File: src/rtl/hwc_pkg.sv
package hwc_pkg;
  typedef enum logic [1:0] {
    PS_RUN    = 2'd0,
    PS_HALT   = 2'd1,
    PS_SETTLE = 2'd2,
    PS_IDLE   = 2'd3
  } pstate_t;
endpackage

File: src/rtl/hwc_wake_detect.sv
module hwc_wake_detect (
  input  logic clk,
  input  logic rst_n,
  input  logic armed,
  input  logic wake_mi,
  input  logic clkout_pin,
  output logic wake
);
  logic pin_q;
  logic pin_d;

  always_comb pin_d = clkout_pin;

  always_ff @(posedge clk or negedge rst_n) begin
    if (!rst_n) pin_q <= 1'b0;
    else        pin_q <= pin_d;
  end

  always_comb wake = armed & (wake_mi | (clkout_pin & ~pin_q));
endmodule

File: src/rtl/hwc_settle_timer.sv
module hwc_settle_timer #(
  parameter int DIV          = 10,
  parameter int SETTLE_COUNT = 256
) (
  input  logic clk,
  input  logic rst_n,
  input  logic start,
  input  logic run,
  output logic done
);
  localparam int DW = (DIV > 1) ? $clog2(DIV) : 1;
  localparam int CW = $clog2(SETTLE_COUNT + 1);
  localparam logic [DW-1:0] DIV_LAST = DW'(DIV - 1);
  localparam logic [CW-1:0] CNT_LOAD = CW'(SETTLE_COUNT);

  logic [DW-1:0] div_q, div_d;
  logic [CW-1:0] cnt_q, cnt_d;
  logic          tick;

  always_comb begin
    tick  = run && (div_q == DIV_LAST);
    div_d = div_q;
    cnt_d = cnt_q;
    if (start) begin
      div_d = '0;
      cnt_d = CNT_LOAD;
    end else if (run) begin
      div_d = tick ? '0 : div_q + 1'b1;
      if (tick && cnt_q != '0) cnt_d = cnt_q - 1'b1;
    end
  end

  always_ff @(posedge clk or negedge rst_n) begin
    if (!rst_n) begin
      div_q <= '0;
      cnt_q <= '0;
    end else if (start || run) begin
      div_q <= div_d;
      cnt_q <= cnt_d;
    end
  end

  always_comb done = tick && (cnt_q == CW'(1));
endmodule

File: src/rtl/hwc_fsm.sv
module hwc_fsm
  import hwc_pkg::*;
(
  input  logic    clk,
  input  logic    rst_n,
  input  logic    halt_req,
  input  logic    idle_req,
  input  logic    wake,
  input  logic    settle_done,
  output pstate_t state,
  output logic    settle_start
);
  pstate_t state_q, state_d;

  always_comb begin
    state_d = state_q;
    unique case (state_q)
      PS_RUN: begin
        if (halt_req)      state_d = PS_HALT;
        else if (idle_req) state_d = PS_IDLE;
      end
      PS_HALT:   if (wake)        state_d = PS_SETTLE;
      PS_SETTLE: if (settle_done) state_d = PS_RUN;
      PS_IDLE:   if (wake)        state_d = PS_RUN;
      default:                    state_d = PS_RUN;
    endcase
  end

  always_ff @(posedge clk or negedge rst_n) begin
    if (!rst_n) state_q <= PS_RUN;
    else        state_q <= state_d;
  end

  always_comb begin
    state        = state_q;
    settle_start = (state_d == PS_SETTLE) && (state_q != PS_SETTLE);
  end
endmodule

File: src/rtl/halt_wake_ctrl.sv
module halt_wake_ctrl
  import hwc_pkg::*;
#(
  parameter int DIV          = 10,
  parameter int SETTLE_COUNT = 256
) (
  input  logic osc_clk,
  input  logic rst_n,
  input  logic halt_req,
  input  logic idle_req,
  input  logic wake_mi,
  input  logic clkout_pin,
  input  logic clkmon_en,
  output logic osc_en,
  output logic core_clk_en,
  output logic t0_clk_en,
  output logic wdog_dis,
  output logic wdout_n
);
  logic [1:0] rst_sync_q;
  logic       rst_int_n;
  pstate_t    state;
  logic       settle_start, settle_done, wake, armed;

  always_ff @(posedge osc_clk or negedge rst_n) begin
    if (!rst_n) rst_sync_q <= 2'b00;
    else        rst_sync_q <= {rst_sync_q[0], 1'b1};
  end
  always_comb rst_int_n = rst_sync_q[1];

  always_comb armed = (state == PS_HALT) || (state == PS_IDLE);

  hwc_wake_detect u_wake (
    .clk        (osc_clk),
    .rst_n      (rst_int_n),
    .armed      (armed),
    .wake_mi    (wake_mi),
    .clkout_pin (clkout_pin),
    .wake       (wake)
  );

  hwc_settle_timer #(.DIV(DIV), .SETTLE_COUNT(SETTLE_COUNT)) u_settle (
    .clk   (osc_clk),
    .rst_n (rst_int_n),
    .start (settle_start),
    .run   (state == PS_SETTLE),
    .done  (settle_done)
  );

  hwc_fsm u_fsm (
    .clk          (osc_clk),
    .rst_n        (rst_n),
    .halt_req     (halt_req & rst_int_n),
    .idle_req     (idle_req & rst_int_n),
    .wake         (wake),
    .settle_done  (settle_done),
    .state        (state),
    .settle_start (settle_start)
  );

  always_comb begin
    osc_en      = 1'b1;
    core_clk_en = 1'b0;
    t0_clk_en   = 1'b0;
    wdog_dis    = 1'b0;
    unique case (state)
      PS_RUN:    begin core_clk_en = 1'b1; t0_clk_en = 1'b1; end
      PS_HALT:   begin osc_en = 1'b0; wdog_dis = 1'b1; end
      PS_SETTLE: wdog_dis = 1'b1;
      PS_IDLE:   t0_clk_en = 1'b1;
      default:   ;
    endcase
    wdout_n = !((state == PS_HALT) && clkmon_en);
  end
endmodule

File: config.mk
export PLATFORM = sky130hd
export DESIGN_NAME = halt_wake_ctrl
export DESIGN_NICKNAME = d
export VERILOG_FILES = /design/src/rtl/hwc_pkg.sv /design/src/rtl/hwc_wake_detect.sv /design/src/rtl/hwc_settle_timer.sv /design/src/rtl/hwc_fsm.sv /design/src/rtl/halt_wake_ctrl.sv
export SDC_FILE = /design/constraint.sdc
export NUM_CORES = 1
export LEC_CHECK = 0
export BUFFER_PORTS_ARGS = -buffer_cell sky130_fd_sc_hd__buf_2
export CAP_MARGIN = 30
export CORE_MARGIN = 4
export CORE_UTILIZATION = 55
export DETAILED_ROUTE_END_ITERATION = 12
export PLACE_DENSITY = 0.83
export SYNTH_ARGS = -nofsm -noshare
export SYNTH_HDL_FRONTEND = slang
export SYNTH_SLANG_ARGS = --single-unit
File: constraint.sdc
create_clock -name osc_clk -period 0.95 [get_ports osc_clk]
set_input_delay 0 -clock osc_clk [delete_from_list [all_inputs] [get_ports osc_clk]]
set_output_delay 0 -clock osc_clk [all_outputs]
set_load 0.01 [all_outputs]
==> metrics, run 1 <==
status=stopped before the end; Stopped at=5_1_grt; tool error=[ERROR DPL-0038] Utilization greater than 100%, impossible to legalize; starting density of the core=60.3%; largest net degree at the start of global routing=11; GPL Wtd Cong=between 0.9 and 1; Clock Tree Root=clkbuf_4; Die H=52.5 um; H-tree depth=1; I/O Buffers=11; average size of a mapped cell=10.3 sq um; Mapped Cells=106; sequential element share of the synthesized area=41.4%; setup slack at placement=-0.806 ns; Post-Syn Nets=122; YS warnings=0; Worst EP kind=sequential cell input; # IOs=12; Rows=15; Cell Area, Placed=roughly 1400 sq um; placed cell count=171; total CTS buffers=3; flops & latches, synth=18; Die Width=52.5 um; Clock Path Buffers=2; Final HPWL DP=2.03 mm; GR repair worst EP=u_settle.div_q[2]$_DFFE_PN0P_/D; Yosys cell types=32; mapped cell area=between 1000 and 1500 sq um; CTS Sinks=18
-- what timing repair did --
item,in CTS
gates cloned,0
hold buffers,2
endpoints found under the setup margin,20
pin swaps,9
setup buffers,8
hold endpoints to repair,5
gates resized for setup,22
-- logic make-up after synthesis --
logic type | Yosys count | synth area share, %
buffers and inverters | 11 | 4.14
XOR/XNOR | 9 | 7.25
multiplexers | 1 | 0.921
adder cells (fa/ha/maj) | 9 | 10.4
AND/OR/NAND/NOR | 43 | 24.1
AO/OA/AOI/OAI | 14 | 11.5
other | 1 | 0.345
flip-flops | 18 | 41.4
-- synthesized netlist by cell type (all sizes together) --
cell / n / area (sq um)
nand2b: 3 / 18.8
a21oi: 2 / 10.0
inv: 10 / 37.5
or2: 2 / 12.5
nor3: 4 / 42.5
a31o: 1 / 8.76
a211oi: 1 / 7.51
nand3b: 1 / 7.51
xor2: 7 / 61.3
mux2i: 1 / 10.0
o22ai: 2 / 12.5
a221oi: 1 / 15.0
nor2: 13 / 48.8
or4: 1 / 11.3
dfrtp: 18 / 450
ha: 9 / 113
nand4b: 2 / 32.5
buf: 1 / 7.51
conb: 1 / 3.75
o21ai: 1 / 8.76
xnor2: 2 / 17.5
a31oi: 5 / 46.3
nand3: 5 / 30.0
nand2: 10 / 37.5
a32oi: 1 / 16.3
nor4: 1 / 12.5
nor3b: 1 / 7.51
-- stage by stage --
| step | hold slack (ns) | utilization [%] |
|---|---|---|
| 2_1_floorplan | -0.296 | - |
| 3_3_place_gp | -0.197 | 79.4 |
| 3_5_place_dp | -0.191 | 79.4 |
| 4_1_cts | 0.00444 | 92.3 |
==> inputs of run 2 (changes only) <==
CORE_AREA = 4 4 65 67   (was unset)
CORE_MARGIN = unset   (was 4)
CORE_UTILIZATION = unset   (was 55)
DIE_AREA = 0 0 69 71   (was unset)
PLACE_DENSITY = unset   (was 0.83)
PLACE_DENSITY_LB_ADDON = 0.15   (was unset)
==> metrics, run 2 <==
setup slack at placement=-0.735 ns (+0.0706 ns); via count=a little under 900; CP Class=reg -> reg; CTS tree=built; WP data required=1.10 ns; cell taking the most area after synthesis=dfrtp_1; fin crit share=177%; DRT Wirelength=around 2.5 mm; Final HPWL DP=1.83 mm (-9.9%); max-slew violation count=0; Worst Path Max Fanout=9; Max Cap Viol=0; Inserted Diodes=0; number of enable flip-flop cells after synthesis=0 (unchanged); drt initial violations=15; utilization after layout=approximately 47%; layout cells sized above 1=around half; Die Width=69 um (+32%); Most flops, register=u_settle.cnt_q; max FFs per register=9; Top Family by Delay on Critical Path=compound AO/OA/AOI/OAI gates; CORE AREA=3630 sq um; GR Util All Layers=10.4%; violated checks=negative setup slack; I/O Buffers=11 (unchanged); first-pass GRT wire length=4.06 mm; status=finished with violations; Post-synth ARST share=100% (unchanged); flops & latches, synth=18 (unchanged); count leader, synth=dfrtp_1; worst setup margin=-0.736 ns; Critical Path Start Type=register; Mapped Cells=106 (unchanged); Avg WL per Cell=11.9 um; slack of the worst reg-to-reg path=-0.74 ns; Synth-to-Final Area Change=55.6%; mapped cell area=1090 sq um (unchanged); Cell Area, Placed=1490 sq um (+3.9%); Buf/Inv on CP=3; Worst IR Drop VDD=between 1 and 1.5 mV; FMAX=0.593 GHz; Power Density=between 2000 and 3000 nW/um^2; Final Hold Fails=0; Hold Path Class=in -> async; Slowest-stage cell, CP=dfrtp_1; most common library cells after synthesis=dfrtp_1 (18), nor2_1 (13), nand2_1 (10), ha_1 (9), inv_1 (9); Yosys cell types=32 (unchanged); initial antenna violation count=0; starting density of the core=29.9% (-30 points); Final min period=approximately 1.7 ns; Die H=71 um (+35%); # DRC=0; vias in the first global route=roughly 910; post-route cell area=between 1500 and 2000 sq um; CP Capture Type=register; die footprint=just under 5000 sq um; worst skew pair latency=0.26 ns; GPL Wtd Cong=0.853 (-5.4%); Nets=178; CTS Sinks=18 (unchanged); antenna-violating nets left=0; Pleak=around 0.78 nW; commonest non-fill, non-tap cell in the layout=buf_4; vias per cell=4.24; Clock Tree Root=clkbuf_8; total CTS buffers=3 (unchanged); RSZ-0062 raised after global routing=yes; Top FF cell, synth=dfrtp_1; Clock Path Buffers=2 (unchanged); CTS clk-pin slew, worst paths=0.07 ns; Synth area leaders=dfrtp_1 (41%), ha_1 (10%), xor2_1 (5.6%), nor2_1 (4.5%), nand2_1 (3.5%); Rows=22 (+7); H-tree depth=1 (unchanged); commonest non-fill, non-tap cells in the layout=buf_4 (37), dfrtp_1 (17), nor2_1 (12), nand2_1 (9), buf_2 (9); slowest stage delay, CP=0.41 ns; # IOs=12 (unchanged); Critical Path AT=1.84 ns; GR Overflow Total=0; largest net degree at the start of global routing=11; clock skew=0.00190 ns; worst-path cell chain=inv_2 -> ha_4 -> inv_4 -> a221oi_4 -> a32oi_4 -> nor3_4 -> buf_12 -> nor2_1; sequential element share of the synthesized area=41.4% (unchanged); setup violators final=20; YS warnings=0 (unchanged); post-synth top area share=41.4% (unchanged); average size of a mapped cell=10.3 sq um (unchanged); DRT Pass-1 Iters=4; largest registers=u_settle.cnt_q (9), u_settle.div_q (4); Post-Syn Nets=122 (unchanged)
-- run 2: cell counts after synthesis --
Identical to the previous run, type by type.
-- run 2: power by group --
group | total (mW) | internal, mW | switching, mW
registers | 1.05 | 0.924 | 0.125
clock network | 0.643 | 0.369 | 0.274
logic | 2.59 | 1.38 | 1.21
total | 4.28 | 2.67 | 1.61
-- run 2: area by class of cell --
type | count | area (sq um)
Fill cell | 367 | 1940
Multi-Input combinational cell | 77 | 688
Sequential cell | 18 | 452
Timing Repair Buffer | 52 | 397
Tap cell | 48 | 60.1
Clock buffer | 4 | 55.1
Inverter | 10 | 40.0
-- run 2: kinds of logic (layout without fill, tap and decap cells) --
| family | Yosys count | count (layout) | synth area share, % |
|---|---|---|---|
| buf+inv | 11 | 66 | 4.14 |
| compound gates | 14 | 14 | 11.5 |
| flops | 18 | 18 | 41.4 |
| mux | 1 | 1 | 0.921 |
| xor+xnor | 9 | 9 | 7.25 |
| fa+ha+maj | 9 | 9 | 10.4 |
| other cells | 1 | 1 | 0.345 |
| simple gates | 43 | 43 | 24.1 |
-- run 2: worst paths after layout --
kind / start / to / cells after the start
min in group osc_clk: clkmon_en / wdout_n / 3
max reg2reg: u_fsm.state[1]$_DFF_PN0_ / u_settle.cnt_q[3]$_DFFE_PN0P_ / 8
min: rst_n / u_fsm.state[1]$_DFF_PN0_ / 2
max: u_fsm.state[1]$_DFF_PN0_ / u_settle.cnt_q[3]$_DFFE_PN0P_ / 8
min reg2reg: rst_sync_q[1]$_DFF_PN0_ / u_settle.div_q[3]$_DFFE_PN0P_ / 1
max in group asynchronous: rst_sync_q[1]$_DFF_PN0_ / u_settle.cnt_q[6]$_DFFE_PN0P_ / 1
-- run 2: what timing repair did --
action,in CTS,in global routing
hold buffers,2,0
buffers inserted,2,5
pin swaps,5,3
endpoints found under the setup margin,20,20
hold endpoints to repair,5,0
resized for setup,10,4
-- run 2: per-layer routing --
layer,share of wire [%],track usage [%],up-vias
li1,-,-,465
met1,47,13.6,414
met2,50,16.8,4
met3,1.3,1.70,4
met4,1.9,4.56,0
met5,0,0,-
-- run 2: stage by stage --
step / total power [mW] / hold slack (ns) / setup TNS, ns / std cells
floorplan: 2.30 / -0.296 / -9.63 / 106
global placement: 3.12 / -0.195 / -10.48 / 196
detailed placement: 3.14 / -0.190 / -10.64 / 196
CTS: 4.15 / 0.0568 / -11.34 / 204
global route: 4.56 / 0.0847 / -13.61 / 209
finish: 4.28 / 0.0586 / -12.05 / 209
Note: power is estimated with default switching activity, not from simulation.
